### config.mk
export PLATFORM = sky130hd
export DESIGN_NAME = digipot_wiper_ctrl
export DESIGN_NICKNAME = d
export VERILOG_FILES = /design/src/rtl/digipot_pkg.sv /design/src/rtl/digipot_sync.sv /design/src/rtl/digipot_counter.sv /design/src/rtl/digipot_decode.sv /design/src/rtl/digipot_seq.sv /design/src/rtl/digipot_wiper_ctrl.sv
export SDC_FILE = /design/constraint.sdc
export NUM_CORES = 1
export LEC_CHECK = 0
export BUFFER_PORTS_ARGS = -buffer_cell sky130_fd_sc_hd__buf_2
export CORE_UTILIZATION = 40
export DETAILED_ROUTE_END_ITERATION = 10
export HOLD_SLACK_MARGIN = 0.1
export PLACE_DENSITY = 0.61
export SYNTH_ARGS = -nofsm -noshare
export SYNTH_HDL_FRONTEND = slang
export SYNTH_SLANG_ARGS = --single-unit
### constraint.sdc
create_clock -name clk_i -period 2.8 [get_ports clk_i]
set_input_delay 0.28 -clock clk_i [delete_from_list [all_inputs] [get_ports clk_i]]
set_output_delay 0.28 -clock clk_i [all_outputs]
set_load 0.01 [all_outputs]
### src/rtl/digipot_pkg.sv
package digipot_pkg;
  typedef enum logic [1:0] {
    ST_RECALL  = 2'd0,
    ST_STANDBY = 2'd1,
    ST_ACTIVE  = 2'd2,
    ST_STORE   = 2'd3
  } dp_state_e;
endpackage

### src/rtl/digipot_sync.sv
module digipot_sync #(
  parameter int          WIDTH   = 3,
  parameter int          STAGES  = 2,
  parameter logic [WIDTH-1:0] RST_VAL = '0
) (
  input  logic             clk_i,
  input  logic             rst_ni,
  input  logic [WIDTH-1:0] d_i,
  output logic [WIDTH-1:0] q_o
);
  logic [STAGES-1:0][WIDTH-1:0] pipe_q;

  generate
    if (STAGES == 1) begin : g_one
      always_ff @(posedge clk_i or negedge rst_ni) begin
        if (!rst_ni) pipe_q <= {STAGES{RST_VAL}};
        else         pipe_q <= d_i;
      end
    end else begin : g_many
      always_ff @(posedge clk_i or negedge rst_ni) begin
        if (!rst_ni) pipe_q <= {STAGES{RST_VAL}};
        else         pipe_q <= {pipe_q[STAGES-2:0], d_i};
      end
    end
  endgenerate

  assign q_o = pipe_q[STAGES-1];
endmodule

### src/rtl/digipot_counter.sv
module digipot_counter #(
  parameter int TAPS = 32,
  localparam int W   = $clog2(TAPS)
) (
  input  logic         clk_i,
  input  logic         rst_ni,
  input  logic         load_i,
  input  logic [W-1:0] load_val_i,
  input  logic         step_i,
  input  logic         up_i,
  output logic [W-1:0] pos_o
);
  localparam logic [W-1:0] TOP = W'(TAPS - 1);

  logic [W-1:0] pos_q;

  always_ff @(posedge clk_i or negedge rst_ni) begin
    if (!rst_ni) begin
      pos_q <= '0;
    end else if (load_i) begin
      pos_q <= (load_val_i > TOP) ? TOP : load_val_i;
    end else if (step_i) begin
      if (up_i && pos_q != TOP)       pos_q <= pos_q + 1'b1;
      else if (!up_i && pos_q != '0)  pos_q <= pos_q - 1'b1;
    end
  end

  assign pos_o = pos_q;
endmodule

### src/rtl/digipot_decode.sv
module digipot_decode #(
  parameter int TAPS = 32,
  localparam int W   = $clog2(TAPS)
) (
  input  logic            en_i,
  input  logic [W-1:0]    pos_i,
  output logic [TAPS-1:0] tap_o
);
  generate
    for (genvar t = 0; t < TAPS; t++) begin : g_tap
      assign tap_o[t] = en_i && (pos_i == W'(t));
    end
  endgenerate
endmodule

### src/rtl/digipot_seq.sv
module digipot_seq
  import digipot_pkg::*;
#(
  parameter int TAPS    = 32,
  parameter int DLY_W   = 24,
  parameter int NV_INIT = TAPS / 2,
  localparam int W      = $clog2(TAPS)
) (
  input  logic             clk_i,
  input  logic             rst_ni,
  input  logic             sel_n_s_i,
  input  logic             strobe_s_i,
  input  logic [DLY_W-1:0] store_cycles_i,
  input  logic [W-1:0]     pos_i,
  output dp_state_e        state_o,
  output logic             step_o,
  output logic             load_o,
  output logic [W-1:0]     nv_o
);
  dp_state_e        st_q, st_d;
  logic             strobe_d_q;
  logic             strobe_fall;
  logic [DLY_W-1:0] timer_q, timer_d;
  logic             nv_wr;
  // Stand-in for the nonvolatile cell: no reset, survives rst_ni.
  logic [W-1:0]     nv_q = W'(NV_INIT);

  assign strobe_fall = strobe_d_q && !strobe_s_i;

  always_comb begin
    st_d    = st_q;
    timer_d = timer_q;
    nv_wr   = 1'b0;
    step_o  = 1'b0;
    load_o  = 1'b0;
    unique case (st_q)
      ST_RECALL: begin
        load_o = 1'b1;
        st_d   = ST_STANDBY;
      end
      ST_STANDBY: begin
        if (!sel_n_s_i) st_d = ST_ACTIVE;
      end
      ST_ACTIVE: begin
        if (sel_n_s_i) begin
          // release wins over a coincident strobe edge
          if (strobe_s_i) begin
            st_d    = ST_STORE;
            timer_d = (store_cycles_i == '0) ? DLY_W'(1) : store_cycles_i;
          end else begin
            st_d = ST_STANDBY;
          end
        end else if (strobe_fall) begin
          step_o = 1'b1;
        end
      end
      ST_STORE: begin
        if (timer_q == DLY_W'(1)) begin
          nv_wr = 1'b1;
          st_d  = ST_STANDBY;
        end else begin
          timer_d = timer_q - 1'b1;
        end
      end
      default: st_d = ST_RECALL;
    endcase
  end

  always_ff @(posedge clk_i or negedge rst_ni) begin
    if (!rst_ni) begin
      st_q       <= ST_RECALL;
      timer_q    <= '0;
      strobe_d_q <= 1'b1;
    end else begin
      st_q       <= st_d;
      timer_q    <= timer_d;
      strobe_d_q <= strobe_s_i;
    end
  end

  always_ff @(posedge clk_i) begin
    if (nv_wr) nv_q <= pos_i;
  end

  assign state_o = st_q;
  assign nv_o    = nv_q;
endmodule

### src/rtl/digipot_wiper_ctrl.sv
module digipot_wiper_ctrl
  import digipot_pkg::*;
#(
  parameter int TAPS        = 32,
  parameter int DLY_W       = 24,
  parameter int NV_INIT     = TAPS / 2,
  parameter int SYNC_STAGES = 2,
  localparam int W          = $clog2(TAPS)
) (
  input  logic             clk_i,
  input  logic             rst_ni,
  input  logic             sel_ni,
  input  logic             step_i,
  input  logic             up_i,
  input  logic [DLY_W-1:0] store_cycles_i,
  output logic [TAPS-1:0]  tap_sel_o,
  output logic [W-1:0]     wiper_o,
  output logic             store_busy_o,
  output logic             standby_o
);
  logic [2:0] raw, synced;
  logic       sel_n_s, strobe_s, up_s;
  dp_state_e  st;
  logic       step_en, load_en;
  logic [W-1:0] nv_val;

  assign raw = {sel_ni, step_i, up_i};

  digipot_sync #(
    .WIDTH  (3),
    .STAGES (SYNC_STAGES),
    .RST_VAL(3'b110)
  ) u_sync (
    .clk_i (clk_i),
    .rst_ni(rst_ni),
    .d_i   (raw),
    .q_o   (synced)
  );

  assign {sel_n_s, strobe_s, up_s} = synced;

  digipot_seq #(
    .TAPS   (TAPS),
    .DLY_W  (DLY_W),
    .NV_INIT(NV_INIT)
  ) u_seq (
    .clk_i         (clk_i),
    .rst_ni        (rst_ni),
    .sel_n_s_i     (sel_n_s),
    .strobe_s_i    (strobe_s),
    .store_cycles_i(store_cycles_i),
    .pos_i         (wiper_o),
    .state_o       (st),
    .step_o        (step_en),
    .load_o        (load_en),
    .nv_o          (nv_val)
  );

  digipot_counter #(.TAPS(TAPS)) u_cnt (
    .clk_i     (clk_i),
    .rst_ni    (rst_ni),
    .load_i    (load_en),
    .load_val_i(nv_val),
    .step_i    (step_en),
    .up_i      (up_s),
    .pos_o     (wiper_o)
  );

  digipot_decode #(.TAPS(TAPS)) u_dec (
    .en_i (rst_ni && st != ST_RECALL),
    .pos_i(wiper_o),
    .tap_o(tap_sel_o)
  );

  assign store_busy_o = (st == ST_STORE);
  assign standby_o    = (st == ST_STANDBY);
endmodule

Word-level counts from Yosys, hierarchy flattened --
Index checks and enable logic that the tools add are counted.
Storage, ports and cells: flip-flop bits (word level) 43, latch bits 0, RAM bits 0, memory bits (read-only) 0, input bits 29, output and inout port bits 39, logic and storage cells 122, memories 0
Operators by class: add/sub/neg operators 3, multiply operators 0, div/mod/pow operators 0, $lt $le $gt $ge 1, equality and inequality tests 41, shift-type cells 0, mux-type cells 21, bitwise logic cells 0, reductions and logical operators 49
Operator list (number):
- $mux W24 | 4
- $eq A5 B5 Y1 const B | 16
- $pmux W24 S2 | 1
- $eq A5 B4 Y1 const B | 8
- $logic_and A1 B1 Y1 | 36
- $mux W5 | 5
- $eq A24 B1 Y1 const B | 1
- $logic_not A24 Y1 | 1
- $sub A24 B1 Y24 const B | 1
- $eq A5 B3 Y1 const B | 4
- $eq A5 B2 Y1 const B | 2
- $mux W2 | 4
- $ne A2 B2 Y1 const B | 4
- $pmux W2 S4 | 1
- $mux W1 | 6
- $reduce_bool A2 Y1 | 3
- $add A5 B1 Y5 const B | 1
- $eq A5 B1 Y1 const B | 1
- $gt A5 B5 Y1 const B | 1
- $logic_not A5 Y1 | 1
- $ne A5 B5 Y1 const B | 1
- $reduce_bool A5 Y1 | 1
- $sub A5 B1 Y5 const B | 1
- $eq A2 B2 Y1 const B | 2
- 8 further kinds | 9

Depth between registers and ports, before layout --
Gate-level depths: netlist of run 1.
depth in word-level cells 7, gate-level depth with buffers 8, depth with buffers taken out 8

Modules after synthesis --
Synthesis of run 1 repeated with hierarchy kept, for this count alone.
Second synthesis, totals: cell total of the unflattened synthesis 332, area total of the unflattened synthesis 2899.0 µm²
Modules (own cells, without submodules):
- digipot_seq | times used 1, cells each 225, area each 2033.2 µm², seq. area each 827.0 µm²
- digipot_counter | times used 1, cells each 48, area each 434.2 µm², seq. area each 125.1 µm²
- digipot_decode | times used 1, cells each 47, area each 234.0 µm², seq. area each 0.0 µm²
- digipot_sync | times used 1, cells each 9, area each 177.7 µm², seq. area each 155.1 µm²
- digipot_wiper_ctrl | times used 1, cells each 3, area each 20.0 µm², seq. area each 0.0 µm²

Worst setup path after synthesis of run 1 --
No wires, ideal clock.
path kind reg-to-reg, start point register u_cnt.pos_q[1] (netlist: u_cnt.pos_o[1]), end point register u_cnt.pos_q[3] (netlist: u_cnt.pos_o[3]), library setup time 0.125 ns, data arrival time 2.087 ns, data required time 2.675 ns, path slack 0.588 ns, stages on the path, launching flop included 9, path buffers 0, clock period less this slack 2.212 ns, cell sequence dfrtp_1 > ha_1 > and3_1 > ha_1 > nor2b_1 > or4_1 > a21oi_1 > xor2_1 > mux2_2
On the way: longest elaborated chain between the ends 5, elaborated cells between the ends (all ways) 12, those cells by class add/sub (2); eq/ne (1); mux (4); reduce/logical (5)
Ends and longest elaborated chain:
- start, declared | line digipot_counter.sv:15 | logic [W-1:0] pos_q;
- start signal, assigned | line digipot_counter.sv:21 | pos_q <= (load_val_i > TOP) ? TOP : load_val_i;
- start signal, assigned | line digipot_counter.sv:23 | if (up_i && pos_q != TOP) pos_q <= pos_q + 1'b1;
- start signal, assigned | line digipot_counter.sv:24 | else if (!up_i && pos_q != '0) pos_q <= pos_q - 1'b1;
- $sub A5 B1 Y5 or $ne A5 B5 Y1 (tied branches) | line digipot_counter.sv:24, digipot_counter.sv:23
- $mux W5 or $logic_and A1 B1 Y1 (tied branches) | line digipot_counter.sv:24, digipot_counter.sv:23
- $mux W5 | line digipot_counter.sv:23
- $mux W5 | line digipot_counter.sv:22 | end else if (step_i) begin
- $mux W5 | line digipot_counter.sv:20 | end else if (load_i) begin
Parallel ways exist; a longest one is shown, timed or not. The select of a mux whose other input is x is not followed. A chain may end at the register's enable or synchronous reset.

Worst setup path after layout of run 1 --
start point register u_cnt.pos_q[0] (netlist: u_cnt.pos_o[0]), end point register u_cnt.pos_q[2] (netlist: u_cnt.pos_o[2])
Same word-level chain as after synthesis.

==> results of run 1 <==
## logic make-up after synthesis
family / count (synthesis) / synth area share [%]
adder cells (fa/ha/maj): 13 / 5.56
multiplexers: 8 / 2.82
buffers and inverters: 27 / 4.53
XOR/XNOR: 4 / 1.20
AND/OR/NAND/NOR: 141 / 28.4
AO/OA/AOI/OAI: 89 / 19.6
flip-flops: 43 / 37.8
## cells in the final DEF, fill, tap and decap left out, types with 4 or more instances in the layout
cell / synthesis / layout
nand4_1: 5 / 5
mux2i_1: 6 / 6
buf_2: 3 / 67
buf_4: 0 / 9
ha_1: 13 / 13
nand2_1: 16 / 16
o21a_1: 5 / 5
clkbuf_8: 2 / 5
a31oi_1: 5 / 5
nor3_1: 10 / 10
inv_1: 11 / 11
edfxtp_1: 5 / 5
o22a_1: 5 / 5
o21ai_0: 7 / 7
nor2_1: 30 / 30
dfstp_2: 5 / 5
nand2b_1: 5 / 5
dfrtp_1: 33 / 33
nor4_1: 11 / 11
and2_1: 32 / 32
dlygate4sd3_1: 0 / 4
nand3_1: 5 / 5
o21ai_1: 22 / 21
nor2b_1: 4 / 4
a21oi_1: 23 / 23
## worst max-delay path by stage
stage | cells past startpoint | endpoint
3_3_place_gp | 8 | u_cnt.pos_o[3]
4_1_cts | 7 | tap_sel_o[1]
5_1_grt | 7 | tap_sel_o[2]
3_5_place_dp | 8 | u_cnt.pos_o[3]
6_report | 7 | u_cnt.pos_o[2]
2_1_floorplan | 8 | u_cnt.pos_o[3]
## through the flow
stage,setup WS [ns],util (%)
6_report,0.397,50.9
5_1_grt,0.130,50.9
4_1_cts,0.369,50.9
3_5_place_dp,0.381,48.4
3_3_place_gp,0.472,48.4
2_1_floorplan,0.588,-
## critical path: stages, from the launching register on
cell and delay [ns]:
dfrtp_1 0.45, inv_1 0.14, ha_1 0.30, or3b_1 0.45
o311ai_2 0.42, nor2_1 0.11, xor2_1 0.15, mux2_2 0.26
## metal layers
metal | vias up | track usage (%) | wire length, um
li1 | 1323 | - | -
met1 | 1247 | 26.7 | 3470
met2 | 66 | 34.2 | 3420
met3 | 6 | 2.92 | 272
met4 | 0 | 6.26 | 89
met5 | - | 0 | 0
## state kept, by name, summed over array words and instances (netlist names)
register	flops
u_seq.strobe_d_q	1
u_cnt.pos_o	5
u_sync.q_o	3
u_sync.pipe_q	3
u_seq.timer_q	24
u_seq.state_o	2
u_seq.nv_o	5
## what timing repair did
| item | 4_1_cts | 5_1_grt |
|---|---|---|
| hold buffers | 4 | 0 |
| setup endpoints to repair | 0 | 0 |
| hold endpoints to repair | 36 | 0 |
## final cells by class
cell class              instances  area (um^2)  area share (%)
well taps                      96          120            3.40
clock inverters                 2         60.1            1.70
multi-input cells             255         1690            47.8
inverters                      11         41.3            1.17
clock buffers                   6         72.6            2.05
flip-flops and latches         43         1110            31.3
repair buffers                 80          443            12.5
## power by group
part	switching [mW]	internal [mW]
Sequential	0.343	0.871
Clock	0.212	0.357
Combinational	0.786	0.621
==> results.tsv, run 1 <==
metric	value	unit
CTS sink count	43	
routed len/inst	14.7	um
dpl cells	481	
Hold Path End	u_seq.timer_q[1]	
Worst R2R Path Depth	7	
Syn. warnings	0	
DRT Pass-1 Iters	4	
post-route ant nets	0	
Tcrit/Tclk final	85.8	%
die area	0.00766	mm^2
Max-slew headroom	61.8	%
Core ar.	0.00694	mm^2
Clock Skews	0.00753	ns
# fillers	691	
Leakage	1.58	nW
Post-Route WL	7250	um
Netlist cell types	59	
I/O pins	68	
# H-tree levels	2	
Hold Path Cell Cnt	3	
Pins Over Slew Limit	0	
syn avg cell area	9.00	um^2
grt ovf	0	
largest net degree at the start of global routing	39	
total placed instance area	0.00336	mm^2
vias in the first global route	2520	
final hold vios	0	
CP Data Arrival Time	2.59	ns
Max Freq	0.416	GHz
crit path time final	2.40	ns
latest clock arrival within the worst-skew pair	0.29	ns
#FFs+latches synth	43	
Bufs on Longest Clock Path	2	
post-synthesis async set-or-reset flop share	88.4	%
R2R Path End	u_cnt.pos_o[2]	
EDFF count, synth	5	
Slew @ Worst Pin	0.568	ns
layout cells sized above 1	26.4	%
unrepaired setup endpoints after global routing	false	
total track usage	20.2	%
DRC	0	
Worst Setup End Kind	flop	
Post-synth top cells	dfrtp_1, and2_1, nor2_1	
Required @ worst endpoint	2.99	ns
Peak VDD IR	0.535	mV
Vias/cell	5.36	
Final GP Congestion	0.838	
cell area after layout	0.00353	mm^2
max_cap viols	0	
hold path startpoint	store_cycles_i[1]	
starting density of the core	42.1	%
status	finished clean	
setup bufs post-CTS	0	
clock transition at the registers of the reported paths	0.08	ns
final std cells w/o fill	493	
Synth area leaders	dfrtp_1, and2_1, ha_1, edfxtp_1, dfstp_2	
share of the synthesized area in the top cell type	28.2	%
count leader, synth	dfrtp_1	
Worst setup SP type	flop	
TritonCTS clock tree	done	
top cell type by total area after synthesis	dfrtp_1	
Fin Setup TNS	0	ns
dominant synthesized flop cell	dfrtp_1	
die width	87.5	um
Layout Nets	438	
Reg2Reg Setup Slack	0.40	ns
PwrDens	902	mW/mm^2
post-cts gate resize count	0	
PortBufs	67	
Synth-to-Final Area Change	20.8	%
first-pass GRT wire length	12000	um
Max Fanout on Critical Path	8	
die height	87.5	um
Crit Path Category	reg2reg	
Synth Cell Area	0.00293	mm^2
initial antenna violation count	0	
Detailed Route Iter0 Violations	123	
CTS buffer count	5	
vias after detailed routing	2642	
setup violators final	0	
Antenna Cells	0	
Min Hold Slack	0.272	ns
Design Power	3.19	mW
worst min-delay path class	in2reg	
RR Startpoint	u_cnt.pos_o[0]	
root buffer cell	clkbuf_8	
Crit. Startpoint	u_cnt.pos_o[0]	
HPWL after DPL	5350	um
post-synth net total	367	
row cnt	30	
post-synthesis sequential area ratio	37.8	%
Post-Syn Instances	325	
Power figures use the tool's default switching activity.
==> run 2: changes to the inputs <==
RECOVER_POWER = 25   (was not set)
==> run 2 against run 1 <==
Final cell count stayed put. Clock power barely moved. Power hardly changed. Sequential power about the same. Critical path depth stayed put. Critical path type unchanged. Critical endpoint unchanged. Largest power group unchanged. Highest routed layer unchanged.
==> results.tsv, run 2 (synthesis gave the netlist of run 1 again) <==
metric	value	unit
CTS sink count	43	
setup bufs post-CTS	0	
PwrDens	903	mW/mm^2
Pins Over Slew Limit	0	
wl on met1	3470	um
CTS buffer count	5	
Fin Setup TNS	0	ns
Max Fanout on Critical Path	8	
DRC	0	
FF+latch area	0.00111	mm^2
Largest register FFs	24	
die height	87.5	um
Vias/cell	5.35	
PortBufs	67	
starting density of the core	42.1	%
cell area after layout	0.00353	mm^2
Bufs on Longest Clock Path	2	
leading cell types in the layout, fill and taps excluded	buf_2, dfrtp_1, and2_1	
final std cells w/o fill	493	
Worst R2R Path Depth	7	
Tcrit/Tclk final	85.8	%
Core ar.	0.00694	mm^2
unrepaired setup endpoints after global routing	false	
setup violators final	0	
Antenna Cells	0	
TritonCTS clock tree	done	
largest reg by FF count	u_seq.timer_q	
max_cap viols	0	
DR WL met3	282	um
DRT Pass-1 Iters	4	
Leakage	1.58	nW
layout cells sized above 1	25.9	%
Clock Skews	0.00748	ns
# fillers	692	
die area	0.00766	mm^2
CP Data Arrival Time	2.59	ns
routed len/inst	14.7	um
worst min-delay path class	in2reg	
initial antenna violation count	0	
CP Capture Point	u_cnt.pos_o[2]	
dpl cells	481	
die width	87.5	um
first-pass GRT wire length	12000	um
Crit Path Category	reg2reg	
Synth-to-Final Area Change	20.6	%
latest clock arrival within the worst-skew pair	0.29	ns
Peak VDD IR	0.535	mV
Detailed Route Iter0 Violations	123	
Multi-input gate area	0.00169	mm^2
Max Freq	0.416	GHz
Worst setup SP type	flop	
Reg2Reg Setup Slack	0.40	ns
Crit. Startpoint	u_cnt.pos_o[0]	
Layout Nets	438	
most common cell after layout, fill and taps aside	buf_2	
largest net degree at the start of global routing	39	
total track usage	20.2	%
status	finished clean	
total placed instance area	0.00336	mm^2
post-cts gate resize count	0	
Worst Setup End Kind	flop	
final hold vios	0	
vias after detailed routing	2640	
Slew @ Worst Pin	0.980	ns
top sig layer	met4	
Post-Route WL	7240	um
R2R Path End	u_cnt.pos_o[2]	
Hold Buf Count CTS	4	
Required @ worst endpoint	2.99	ns
crit path time final	2.40	ns
root buffer cell	clkbuf_8	
post-route ant nets	0	
row cnt	30	
Design Power	3.19	mW
I/O pins	68	
Final GP Congestion	0.838	
RR Startpoint	u_cnt.pos_o[0]	
DR WL met2	3410	um
vias in the first global route	2520	
clock transition at the registers of the reported paths	0.08	ns
HPWL after DPL	5350	um
grt ovf	0	
# H-tree levels	2	
Max-slew headroom	34.7	%
-- run 2: cell types whose count changed in the layout (fill, tap and decap cells not counted) --
| cell | before | now |
|---|---|---|
| buf_2 | 67 | 66 |
| buf_4 | 9 | 8 |
| clkbuf_1 | 1 | 2 |
| clkbuf_2 | 0 | 1 |
| dfstp_1 | 0 | 1 |
| dfstp_2 | 5 | 4 |
-- run 2: per-stage QoR --
step / hold slack (ns) / util (%) / worst slack, ns
finish: 0.272 / 50.8 / 0.397
detailed placement: 0.347 / 48.4 / 0.381
CTS: 0.266 / 50.9 / 0.369
global placement: 0.344 / 48.4 / 0.472
floorplan: -0.0156 / - / 0.588
global route: 0.284 / 50.8 / 0.130
-- run 2: power breakdown --
group	internal (mW)	switching, mW
combinational	0.620	0.784
clock	0.357	0.212
sequential	0.871	0.343
-- run 2: cell type report --
type / count / area share (%)
tap: 96 / 3.40
clock inverter: 2 / 1.70
timing repair buffer: 80 / 12.4
inverter: 11 / 1.17
sequential: 43 / 31.4
clock buffer: 6 / 2.06
multi-input combinational: 255 / 47.9
-- run 2: how the worst min path moves through the flow --
stage / from / endpoint / slack [ns] / cells past startpoint
floorplan: rst_ni / u_cnt.pos_o[0] / -0.02 / 0
global placement: u_sync.pipe_q[0] / u_sync.q_o[0] / 0.34 / 0
detailed placement: u_sync.pipe_q[0] / u_sync.q_o[0] / 0.35 / 0
CTS: store_cycles_i[1] / u_seq.timer_q[1] / 0.27 / 3
global route: store_cycles_i[15] / u_seq.timer_q[15] / 0.28 / 3
finish: store_cycles_i[1] / u_seq.timer_q[1] / 0.27 / 3
-- run 2: critical path, stage by stage (launching register included) --
cell and delay (ns):
dfrtp_1 0.45, inv_1 0.14, ha_1 0.30, or3b_1 0.45
o311ai_2 0.42, nor2_1 0.11, xor2_1 0.15, mux2_2 0.26
-- run 2: per-layer routing --
layer | track usage, % | up-vias
met2 | 34.2 | 69
met3 | 2.92 | 6
met1 | 26.7 | 1242
li1 | - | 1323
met5 | 0 | -
met4 | 6.26 | 0
